[config.mk]
export PLATFORM = sky130hd
export DESIGN_NAME = bitfield_unit
export DESIGN_NICKNAME = d
export VERILOG_FILES = /design/src/rtl/bfu_pkg.sv /design/src/rtl/bfu_mask_gen.sv /design/src/rtl/bfu_alu.sv /design/src/rtl/bfu_bus_switch.sv /design/src/rtl/bitfield_unit.sv
export SDC_FILE = /design/constraint.sdc
export NUM_CORES = 1
export LEC_CHECK = 0
export BUFFER_PORTS_ARGS = -buffer_cell sky130_fd_sc_hd__buf_2
export CAP_MARGIN = 30
export CORE_ASPECT_RATIO = 0.9
export CORE_MARGIN = 4
export CORE_UTILIZATION = 42
export CTS_CLUSTER_SIZE = 28
export DETAILED_ROUTE_END_ITERATION = 8
export PLACE_DENSITY = 0.78
export REMOVE_ABC_BUFFERS = 1
export SYNTH_ARGS = -nofsm -noshare
export SYNTH_HDL_FRONTEND = slang
export SYNTH_SLANG_ARGS = --single-unit
[constraint.sdc]
create_clock -name clk -period 1.8 [get_ports clk]
set_clock_uncertainty 0.05 [all_clocks]
set_input_delay 0.36 -clock clk [delete_from_list [all_inputs] [get_ports clk]]
set_output_delay 0.36 -clock clk [all_outputs]
set_load 0.01 [all_outputs]
[src/rtl/bfu_pkg.sv]
package bfu_pkg;
  typedef enum logic [2:0] {
    OP_TST_ONES  = 3'd0,
    OP_TST_ZEROS = 3'd1,
    OP_SET       = 3'd2,
    OP_CLR       = 3'd3,
    OP_INV       = 3'd4
  } bfu_op_e;
endpackage

[src/rtl/bfu_mask_gen.sv]
module bfu_mask_gen #(
  parameter int W = 16
) (
  input  logic [W-1:0] mask,
  input  logic         lane_mode,
  input  logic         lane_hi,
  output logic [W-1:0] emask
);
  localparam int LW = W / 2;

  always_comb begin
    if (!lane_mode)
      emask = mask;
    else if (lane_hi)
      emask = {mask[LW-1:0], {(W-LW){1'b0}}};
    else
      emask = {{(W-LW){1'b0}}, mask[LW-1:0]};
  end
endmodule

[src/rtl/bfu_alu.sv]
module bfu_alu
  import bfu_pkg::*;
#(
  parameter int W = 16
) (
  input  logic [2:0]   op_code,
  input  logic [W-1:0] operand,
  input  logic [W-1:0] emask,
  output logic [W-1:0] new_word,
  output logic         hit,
  output logic         is_test,
  output logic         is_modify
);
  logic [W-1:0] picked;
  assign picked = operand & emask;

  always_comb begin
    new_word  = operand;
    hit       = 1'b0;
    is_test   = 1'b0;
    is_modify = 1'b0;
    case (op_code)
      OP_TST_ONES:  begin is_test = 1'b1; hit = (picked == emask); end
      OP_TST_ZEROS: begin is_test = 1'b1; hit = (picked == '0); end
      OP_SET:       begin is_modify = 1'b1; new_word = operand | emask; end
      OP_CLR:       begin is_modify = 1'b1; new_word = operand & ~emask; end
      OP_INV:       begin is_modify = 1'b1; new_word = operand ^ emask; end
      default:      ;
    endcase
  end
endmodule

[src/rtl/bfu_bus_switch.sv]
module bfu_bus_switch #(
  parameter int W    = 16,
  parameter int NBUS = 3,
  parameter int SW   = 2,
  parameter int CW   = 5
) (
  input  logic                     en,
  input  logic [SW-1:0]            src_sel,
  input  logic [SW-1:0]            dst_sel,
  input  logic [CW-1:0]            width_lim,
  input  logic [NBUS-1:0][W-1:0]   bus_in,
  output logic [NBUS-1:0][W-1:0]   bus_out,
  output logic [NBUS-1:0]          drive,
  output logic                     err
);
  logic         full;
  logic         legal;
  logic [W-1:0] keep;
  logic [W-1:0] src_word;

  assign full  = (width_lim == '0) || (width_lim >= CW'(W));
  assign legal = en && (src_sel < SW'(NBUS)) && (dst_sel < SW'(NBUS)) &&
                 (src_sel != dst_sel);
  assign err   = en && !legal;

  for (genvar i = 0; i < W; i++) begin : g_keep
    assign keep[i] = full || (CW'(i) < width_lim);
  end

  always_comb begin
    src_word = '0;
    for (int k = 0; k < NBUS; k++)
      if (src_sel == SW'(k)) src_word = bus_in[k];
  end

  for (genvar b = 0; b < NBUS; b++) begin : g_bus
    assign drive[b]   = legal && (dst_sel == SW'(b));
    assign bus_out[b] = drive[b] ? (src_word & keep) : '0;
  end
endmodule

[src/rtl/bitfield_unit.sv]
module bitfield_unit
  import bfu_pkg::*;
#(
  parameter int W    = 16,
  parameter int NBUS = 3,
  localparam int SW  = 2,
  localparam int CW  = $clog2(W + 1)
) (
  input  logic          clk,
  input  logic          rst,
  input  logic          op_valid,
  input  logic [2:0]    op_code,
  input  logic [W-1:0]  mask,
  input  logic          lane_mode,
  input  logic          lane_hi,
  input  logic [W-1:0]  operand,
  output logic [W-1:0]  result,
  output logic          wr_strobe,
  output logic          cond_flag,
  input  logic          xfer_en,
  input  logic [SW-1:0] src_sel,
  input  logic [SW-1:0] dst_sel,
  input  logic [CW-1:0] xfer_bits,
  input  logic [W-1:0]  core_bus_in,
  input  logic [W-1:0]  prog_bus_in,
  input  logic [W-1:0]  peri_bus_in,
  output logic [W-1:0]  core_bus_out,
  output logic [W-1:0]  prog_bus_out,
  output logic [W-1:0]  peri_bus_out,
  output logic [NBUS-1:0] bus_drive,
  output logic          xfer_err
);
  logic [W-1:0] emask, new_word;
  logic         hit, is_test, is_modify;
  logic [W-1:0] result_q;
  logic         strobe_q, flag_q;
  logic [NBUS-1:0][W-1:0] bin, bout;

  bfu_mask_gen #(.W(W)) u_mask (
    .mask(mask), .lane_mode(lane_mode), .lane_hi(lane_hi), .emask(emask)
  );

  bfu_alu #(.W(W)) u_alu (
    .op_code(op_code), .operand(operand), .emask(emask),
    .new_word(new_word), .hit(hit), .is_test(is_test), .is_modify(is_modify)
  );

  always_ff @(posedge clk) begin
    if (rst) begin
      result_q <= '0;
      strobe_q <= 1'b0;
      flag_q   <= 1'b0;
    end else begin
      strobe_q <= 1'b0;
      if (op_valid && (is_test || is_modify)) begin
        result_q <= new_word;
        strobe_q <= is_modify;
        if (is_test) flag_q <= hit;
      end
    end
  end

  assign result    = result_q;
  assign wr_strobe = strobe_q;
  assign cond_flag = flag_q;

  assign bin = {peri_bus_in, prog_bus_in, core_bus_in};

  bfu_bus_switch #(.W(W), .NBUS(NBUS), .SW(SW), .CW(CW)) u_switch (
    .en(xfer_en), .src_sel(src_sel), .dst_sel(dst_sel), .width_lim(xfer_bits),
    .bus_in(bin), .bus_out(bout), .drive(bus_drive), .err(xfer_err)
  );

  assign core_bus_out = bout[0];
  assign prog_bus_out = bout[1];
  assign peri_bus_out = bout[2];

  // every masked bit is 1 after a full-width set
  a_r2_set_bits: assert property (@(posedge clk) disable iff (rst)
    (op_valid && op_code == OP_SET && !lane_mode) |=> ((result & $past(mask)) == $past(mask)));

  // every masked bit is 0 after a full-width clear
  a_r3_clear_bits: assert property (@(posedge clk) disable iff (rst)
    (op_valid && op_code == OP_CLR && !lane_mode) |=> ((result & $past(mask)) == '0));

  // tests never request write-back
  a_r5_test_no_strobe: assert property (@(posedge clk) disable iff (rst)
    (op_valid && (op_code == OP_TST_ONES || op_code == OP_TST_ZEROS)) |=> !wr_strobe);

  // the flag moves only after an accepted test
  a_r7_flag_hold: assert property (@(posedge clk) disable iff (rst)
    !(op_valid && (op_code == OP_TST_ONES || op_code == OP_TST_ZEROS)) |=> $stable(cond_flag));

  // idle cycles and unused codes leave the result alone
  a_r8_result_hold: assert property (@(posedge clk) disable iff (rst)
    (!op_valid || op_code > 3'd4) |=> $stable(result));

  // a strobe is always caused by an operation in the cycle before
  a_r9_strobe_cause: assert property (@(posedge clk) disable iff (rst)
    wr_strobe |-> $past(op_valid));

  // at most one bus driven
  a_r10_one_driver: assert property (@(posedge clk) disable iff (rst)
    $onehot0(bus_drive));

  // an illegal selection drives nothing
  a_r11_err_quiet: assert property (@(posedge clk) disable iff (rst)
    xfer_err |-> (bus_drive == '0));
endmodule

==> metrics.txt, run 1 <==
Cell Chain, Critical Path=buf_6 -> or3_4 -> o21bai_4 -> buf_4 -> o22ai_2 -> nor2_1 -> buf_2; Min Clock Period, post-route=2030 ps; starting density of the core=44.3%; initial drt markers=263; largest buffer count on any clock path=2; maximum number of pins on one net before global-route repair=27; area of the die=0.00912 mm^2; Max-Slew Margin vs Limit=44.4%; type of the worst min-delay path=input pin to flip-flop; number of flip-flops and latches in the synthesized netlist=18; final max-slew violation count=0; Max Clk Rate=493 MHz; number of hold-slack violations in the final timing report=0; Max IR drop VDD=0.274 mV; # diodes=0; buffers plus inverters on the worst setup path=3; run status=complete, but fails checks; total of max-cap violations=0; sort of element at the start of the critical path=input pin; clock transition at the register clock pins on the worst setup and hold paths after CTS=80 ps; initial antenna violation count=0; via count=4148; Slew @ Worst Pin=834 ps; routed length per placed instance=17.9 um; residual antenna-violating net count after detailed routing=0; CTS Root Cell=sky130_fd_sc_hd__clkbuf_8; vias in the first global route=3902; violated checks=setup timing; Post-Synthesis Mean Instance Area=7.29 um^2; critical path capture point type=primary output; pwr dens=355 mW/mm^2; worst setup path category=input pin to primary output; sequential cell area in the final layout=360 um^2; H-tree depth=1; final setup slack of the worst path=-227 ps; cell row count=29; Pre-antenna DRT Iters=5; average via count per standard cell=5.58; Inserted Clock Buffers=3; nets=813; CP peak stage delay=420 ps; Post-Synthesis Cell Area=0.00321 mm^2; chip height=91.0 um; fraction of layout cells with a size suffix above 1=47.1%; part of the Yosys area used for sequential elements=11.2%; DIE WIDTH=100 um; Crit path max-delay family=simple AND/OR/NAND/NOR gates; hold bufs inserted after CTS=0; unrepaired setup endpoints after global routing=yes; number of endpoints failing setup at the final stage=45; CP max FO=4; clock tree from TritonCTS=yes; global router's overall resource usage=25.1%; quantity of I/O buffers inserted on ports=167; floorplan core area=0.00726 mm^2; fin util=69.7%; HPWL after DPL=9.21 mm; number of top-level pins=168; synthesized instance count=441; Routed Wire Length=13.3 mm; filler instances=560; required time at the endpoint of the critical path=1390 ps; DRC violations left=0; aggregate global routing overflow=0; synth unique cells=46; number of clock sinks seen by CTS=18; insertion delay of the later-clocked pin in the worst-skew pair=260 ps; multi-input gate area in the final layout=0.00286 mm^2; critical path arrival=1620 ps; relative area change from synthesis to final layout=57.3%; GPL Wtd Cong=0.919; critical-path cell with the highest stage delay=sky130_fd_sc_hd__or3_4; wire length of the first global-routing pass=19.0 mm; static leakage=2.72 nW; warnings from Yosys=0; period utilization=113%; worst hold slack=267 ps
area by class of cell:
type	instances	share of cell area [%]
timing repair buffer	231	29.5
sequential	18	7.13
inverter	45	3.34
tap	93	2.30
clock buffer	4	1.09
multi-input combinational	352	56.6
power by group:
| part | total, mW | internal (mW) | leakage [nW] | switching (mW) |
|---|---|---|---|---|
| clock | 0.359 | 0.195 | 0.0288 | 0.164 |
| combinational | 0.988 | 0.471 | 2.55 | 0.517 |
| sequential | 0.444 | 0.429 | 0.148 | 0.0157 |
| total | 1.79 | 1.09 | 2.72 | 0.697 |
per-layer routing:
metal	routed length, um	part of all wire (%)	track usage [%]
met1	5140	39	31.0
met2	6880	52	46.4
met3	917	6.9	3.75
met4	374	2.8	3.59
met5	0	0	0
path summary, 6_finish.rpt:
| check | to | slack (ps) | startpoint | depth (start not counted) |
|---|---|---|---|---|
| worst max-delay path | peri_bus_out[14] | -230 | xfer_bits[0] | 7 |
| worst min-delay path | wr_strobe | 270 | rst | 2 |
| worst max register to register | cond_flag | 990 | cond_flag | 3 |
| worst min register to register | result[12] | 410 | result[12] | 1 |
worst reg2reg max path: stages (launching register included):
cell and delay, ps:
sky130_fd_sc_hd__dfxtp_1 320, sky130_fd_sc_hd__nand2b_1 70, sky130_fd_sc_hd__a21oi_1 40, sky130_fd_sc_hd__a211o_1 220
cells by family (layout without fill, tap and decap cells):
kind of cell / after synthesis / count (layout) / share of synthesized area [%]
fa+ha+maj: 64 / 64 / 24.9
mux: 16 / 16 / 4.98
flops: 18 / 18 / 11.2
buf+inv: 71 / 280 / 9.66
simple gates: 201 / 201 / 31.2
xor+xnor: 2 / 2 / 0.545
compound gates: 69 / 69 / 17.5
synthesized netlist by cell type (all sizes together):
library cell | count | area [um^2]
nor4b | 2 | 17.5
and2b | 1 | 7.51
o22ai | 11 | 106
o21bai | 1 | 18.8
xnor2 | 2 | 17.5
nor2b | 3 | 18.8
clkbuf | 12 | 50.1
nand2 | 29 | 109
or3 | 3 | 23.8
nand2b | 28 | 175
a211o | 1 | 8.76
o211a | 3 | 30.0
o32ai | 1 | 16.3
ha | 64 | 801
nor3 | 3 | 26.3
inv | 45 | 169
o211ai | 13 | 97.6
o21a | 1 | 7.51
mux2i | 16 | 160
dfxtp | 18 | 360
nand3 | 18 | 90.1
nand4 | 1 | 6.26
nor4 | 6 | 37.5
a32o | 16 | 160
buf | 14 | 91.3
or3b | 1 | 8.76
and3 | 3 | 21.3
nor2 | 76 | 288
a21oi | 4 | 20.0
o21ai | 18 | 97.6
and2 | 27 | 171
repair_timing:
action	4_1_cts	5_1_grt
endpoints found under the hold margin	0	0
endpoints found under the setup margin	50	56
setup buffers	7	3
pin swaps	19	28
gates resized for setup	41	73
gates cloned	3	1
per-stage QoR:
step                std cells  instance area, um^2  setup TNS (ps)  setup slack (ps)  total power [mW]
floorplan                 415                 3070               0              58.7             0.839
global route              743                 5050           -6440              -327              1.90
global placement          725                 4410           -5830              -262              1.22
finish                    743                 5050           -4010              -227              1.79
detailed placement        725                 4410           -7850              -334              1.26
CTS                       739                 4740           -3100              -144              1.69
placed cells by master (no fill, tap or decap), drive strengths merged, types with 4 or more instances in the layout:
master	n
o211ai	13
mux2i	16
o21ai	18
buf	230
nor2	76
o22ai	11
ha	64
nand2	29
a21oi	4
and2	27
inv	45
clkbuf	5
a32o	16
dfxtp	18
nand3	18
nor4	6
nand2b	28
state kept, by name, summed over array words and instances, names as in the netlist:
| signal | cells |
|---|---|
| cond_flag | 1 |
| wr_strobe | 1 |
| result | 16 |
No activity file was read; power rests on OpenSTA's default activity.
==> run 2: changes to the inputs <==
--- a/config.mk
+++ b/config.mk
@@ -5,14 +5,15 @@
 export SDC_FILE = /design/constraint.sdc
 export NUM_CORES = 1
 export LEC_CHECK = 0
+export ABC_AREA = 1
 export BUFFER_PORTS_ARGS = -buffer_cell sky130_fd_sc_hd__buf_2
 export CAP_MARGIN = 30
 export CORE_ASPECT_RATIO = 0.9
 export CORE_MARGIN = 4
-export CORE_UTILIZATION = 42
+export CORE_UTILIZATION = 43
 export CTS_CLUSTER_SIZE = 28
 export DETAILED_ROUTE_END_ITERATION = 8
-export PLACE_DENSITY = 0.78
+export PLACE_DENSITY = 0.79
 export REMOVE_ABC_BUFFERS = 1
 export SYNTH_ARGS = -nofsm -noshare
 export SYNTH_HDL_FRONTEND = slang
==> run 2 against run 1 <==
Against the previous run:
- the flow still finishes with violations (setup timing)
- wire length fell by 3.2%
- non-clock buffer count is 25 lower
- global-route usage fell by 0.92 points
- sequential power down 1%
- die area grew 3.8%
- core utilization fell by 6.3 points
- sequential share of layout area is 0.30 points higher
- maximum frequency up 12%
- power down 4.2%
- critical path depth is 1 higher
- worst setup slack improved by 220 ps
- largest cell class unchanged
- largest power group unchanged
- highest routed layer unchanged
==> metrics.txt, run 2 <==
number of flip-flops under the largest register name=16 (unchanged); violated checks=setup timing (unchanged); Cell Area, Placed=0.00453 mm^2 (was 0.00441 mm^2); nets=937 (was 813); count of flip-flops with a built-in enable after synthesis=0 (unchanged); CP max FO=8 (was 4); fraction of layout cells with a size suffix above 1=33.9% (was 47.1%); run status=complete, but fails checks (unchanged); dominant combinational cell family by area after synthesis=simple AND/OR/NAND/NOR gates (unchanged); type of the worst min-delay path=flip-flop to flip-flop (was input pin to flip-flop); vias in the first global route=4104 (was 3902); DIE WIDTH=102 um (was 100 um); H-tree depth=1 (unchanged); Routed Wire Length=12.9 mm (was 13.3 mm); simple-gate portion of the synthesized area=42.0% (was 31.2%); period utilization=100% (was 113%); Min Clock Period, post-route=1810 ps (was 2030 ps); most common cell after layout, fill and taps aside=sky130_fd_sc_hd__buf_2 (unchanged); via count=4544 (was 4148); Post-Synthesis Mean Instance Area=5.88 um^2 (was 7.29 um^2); warnings from Yosys=0 (unchanged); synth cell count leaders=sky130_fd_sc_hd__nand2_1 (132), sky130_fd_sc_hd__nor2_1 (110), sky130_fd_sc_hd__inv_1 (82), sky130_fd_sc_hd__ha_1 (64), sky130_fd_sc_hd__nand3_1 (38) (was sky130_fd_sc_hd__nor2_1 (75), sky130_fd_sc_hd__ha_1 (64), sky130_fd_sc_hd__inv_1 (44), sky130_fd_sc_hd__nand2_1 (29), sky130_fd_sc_hd__nand2b_1 (28)); wire length of the first global-routing pass=19.0 mm (about the same); Synth Area in Compound Gates=9.53% (was 17.5%); hold bufs inserted after CTS=0 (unchanged); Switch Pwr=718 uW (was 697 uW); Max-Slew Margin vs Limit=73.2% (was 44.4%); switching part of the total power=41.8% (was 38.9%); maximum number of pins on one net before global-route repair=19 (was 27); required time at the endpoint of the critical path=1390 ps (about the same); portion of total power attributed to the clock network=20.5% (was 20.1%); DRC violations left=0 (unchanged); most area-hungry cell type in the Yosys netlist=sky130_fd_sc_hd__ha_1 (unchanged); area of the die=0.00946 mm^2 (was 0.00912 mm^2); insertion delay of the later-clocked pin in the worst-skew pair=260 ps (about the same); clock transition at the register clock pins on the worst setup and hold paths after CTS=70 ps (was 80 ps); length in cells of the worst reg-to-reg path=4 (was 3); dominant synthesized flop cell=sky130_fd_sc_hd__dfxtp_1 (unchanged); aggregate global routing overflow=0 (unchanged); Post-Synthesis Cell Area=0.00343 mm^2 (was 0.00321 mm^2); most frequent cell after synthesis=sky130_fd_sc_hd__nand2_1 (was sky130_fd_sc_hd__nor2_1); Synth Area in Adders=23.4% (was 24.9%); largest buffer count on any clock path=2 (unchanged); most used cells in the layout excluding fill and tap cells=sky130_fd_sc_hd__buf_2 (164), sky130_fd_sc_hd__nand2_1 (128), sky130_fd_sc_hd__nor2_1 (103), sky130_fd_sc_hd__inv_1 (80), sky130_fd_sc_hd__ha_1 (64) (was sky130_fd_sc_hd__buf_2 (155), sky130_fd_sc_hd__ha_1 (61), sky130_fd_sc_hd__nor2_1 (58), sky130_fd_sc_hd__buf_4 (50), sky130_fd_sc_hd__inv_1 (42)); HPWL after DPL=9.60 mm (was 9.21 mm); Slew @ Worst Pin=403 ps (was 834 ps); total of max-cap violations=0 (unchanged); post-layout instance area=0.00485 mm^2 (was 0.00505 mm^2); Synth area leaders=sky130_fd_sc_hd__ha_1 (23%), sky130_fd_sc_hd__nand2_1 (14%), sky130_fd_sc_hd__nor2_1 (12%), sky130_fd_sc_hd__dfxtp_1 (11%), sky130_fd_sc_hd__inv_1 (9.0%) (was sky130_fd_sc_hd__ha_1 (25%), sky130_fd_sc_hd__dfxtp_1 (11%), sky130_fd_sc_hd__nor2_1 (8.8%), sky130_fd_sc_hd__nand2b_1 (5.5%), sky130_fd_sc_hd__inv_1 (5.1%)); critical path arrival=1400 ps (was 1620 ps); initial drt markers=305 (was 263); Max Clk Rate=553 MHz (was 493 MHz); Max IR drop VDD=0.228 mV (was 0.274 mV); CTS Root Cell=sky130_fd_sc_hd__clkbuf_8 (unchanged); clock tree from TritonCTS=yes (unchanged); sort of element at the start of the critical path=input pin (unchanged); power share of the sequential group=25.5% (was 24.8%); number of cells in the design after placement=857 (was 725); final setup slack of the worst path=-8.54 ps (was -227 ps); number of clock sinks seen by CTS=18 (unchanged); number of standard cells in the final layout excluding fillers=870 (was 743); cell row count=30 (was 29); final max-slew violation count=0 (unchanged); pwr dens=354 mW/mm^2 (was 355 mW/mm^2); internal power=1000 uW (was 1.09 mW); global router's overall resource usage=24.1% (was 25.1%); top cell type's share of synthesized area=23.4% (was 24.9%); floorplan core area=0.00766 mm^2 (was 0.00726 mm^2); synthesized-area fraction occupied by xor and xnor cells=0% (was 0.545%); filler instances=700 (was 560); starting density of the core=44.7% (was 44.3%); share of flip-flops with an asynchronous set or reset after synthesis=0% (unchanged); critical path capture point type=primary output (unchanged); static leakage=2.85 nW (was 2.72 nW); # diodes=0 (unchanged); chip height=92.7 um (was 91.0 um); number of hold-slack violations in the final timing report=0 (unchanged); routed length per placed instance=14.8 um (was 17.9 um); part of the total power dissipated in combinational logic=54.0% (was 55.2%); number of flip-flops and latches in the synthesized netlist=18 (unchanged); synth unique cells=30 (was 46); Pre-antenna DRT Iters=6 (was 5); quantity of I/O buffers inserted on ports=167 (unchanged); synthesized instance count=583 (was 441); relative area change from synthesis to final layout=41.6% (was 57.3%); part of the Yosys area used for sequential elements=10.5% (was 11.2%); Inserted Clock Buffers=3 (unchanged); average via count per standard cell=5.22 (was 5.58); GPL Wtd Cong=0.988 (was 0.919); Cells on Worst Hold Path=2 (unchanged); number of endpoints failing setup at the final stage=1 (was 45); worst setup path category=input pin to primary output (unchanged); proportion of synthesized area in mux cells=0% (was 4.98%); number of top-level pins=168 (unchanged); residual antenna-violating net count after detailed routing=0 (unchanged); initial antenna violation count=0 (unchanged)
## run 2: changes by cell type in the layout (fill, tap and decap cells not counted), moves of 20 or more
cell / before / now
sky130_fd_sc_hd__a21oi_1: 3 / 23
sky130_fd_sc_hd__inv_1: 42 / 80
sky130_fd_sc_hd__nand2_1: 26 / 128
sky130_fd_sc_hd__nand2b_1: 27 / 0
sky130_fd_sc_hd__nor2_1: 58 / 103
## run 2: cell type report
cell class | instances | area [um^2] | share of cell area (%)
clock buffers | 4 | 55.1 | 1.13
inverters | 93 | 364 | 7.50
multi-input cells | 452 | 2740 | 56.4
flip-flops and latches | 18 | 360 | 7.43
well taps | 96 | 120 | 2.48
repair buffers | 206 | 1210 | 24.9
repair inverters | 1 | 6.26 | 0.129
## run 2: timing repair
item | CTS | global route
buffers inserted | 3 | 0
setup endpoints to repair | 14 | 50
pin swaps | 1 | 5
resized for setup | 5 | 44
cloned | 0 | 6
## run 2: path summary, 6_finish.rpt
| kind | startpoint | end | slack [ps] |
|---|---|---|---|
| worst max-delay path | src_sel[1] | peri_bus_out[0] | -9 |
| worst min-delay path | result[5] | result[5] | 410 |
| worst max register to register | cond_flag | cond_flag | 1060 |
| worst min register to register | result[5] | result[5] | 410 |
## run 2: critical path, stage by stage
cell	delay (ps)
sky130_fd_sc_hd__buf_6	110
sky130_fd_sc_hd__inv_4	70
sky130_fd_sc_hd__nor2_4	50
sky130_fd_sc_hd__clkbuf_16	160
sky130_fd_sc_hd__a22o_1	180
sky130_fd_sc_hd__a21oi_1	240
sky130_fd_sc_hd__nor2_1	80
sky130_fd_sc_hd__buf_2	150
## run 2: per-stage QoR
step | power [mW] | setup WS (ps) | hold WS (ps) | utilization, % | TNS [ps]
CTS | 1.65 | -7.23 | 414 | 60.5 | -7.23
global route | 1.84 | -32.6 | 440 | 63.4 | -225
detailed placement | 1.28 | -97.2 | 402 | 59.2 | -545
finish | 1.72 | -8.54 | 412 | 63.4 | -8.54
global placement | 1.26 | -33.1 | 398 | 59.2 | -115
floorplan | 0.882 | 168 | 379 | - | 0
## run 2: cells by family after synthesis
family / count (synthesis)
compound gates: 58
fa+ha+maj: 64
buf+inv: 117
flops: 18
simple gates: 326
## run 2: routing by layer
layer  GRT usage, %  vias up  part of all wire (%)
met3           3.31       30                    11
met2           40.2      267                    46
li1               -     2207                     -
met4           5.79        0                   2.1
met1           32.7     2040                    41
met5              0        -                     0
## run 2: power by group through the flow
stage | Combinational, mW | Clock (mW) | Sequential [mW]
floorplan | 0.421 | 0 | 0.461
global placement | 0.816 | 0 | 0.446
detailed placement | 0.836 | 0 | 0.447
CTS | 0.851 | 0.361 | 0.438
global route | 1.03 | 0.372 | 0.441
finish | 0.928 | 0.352 | 0.438
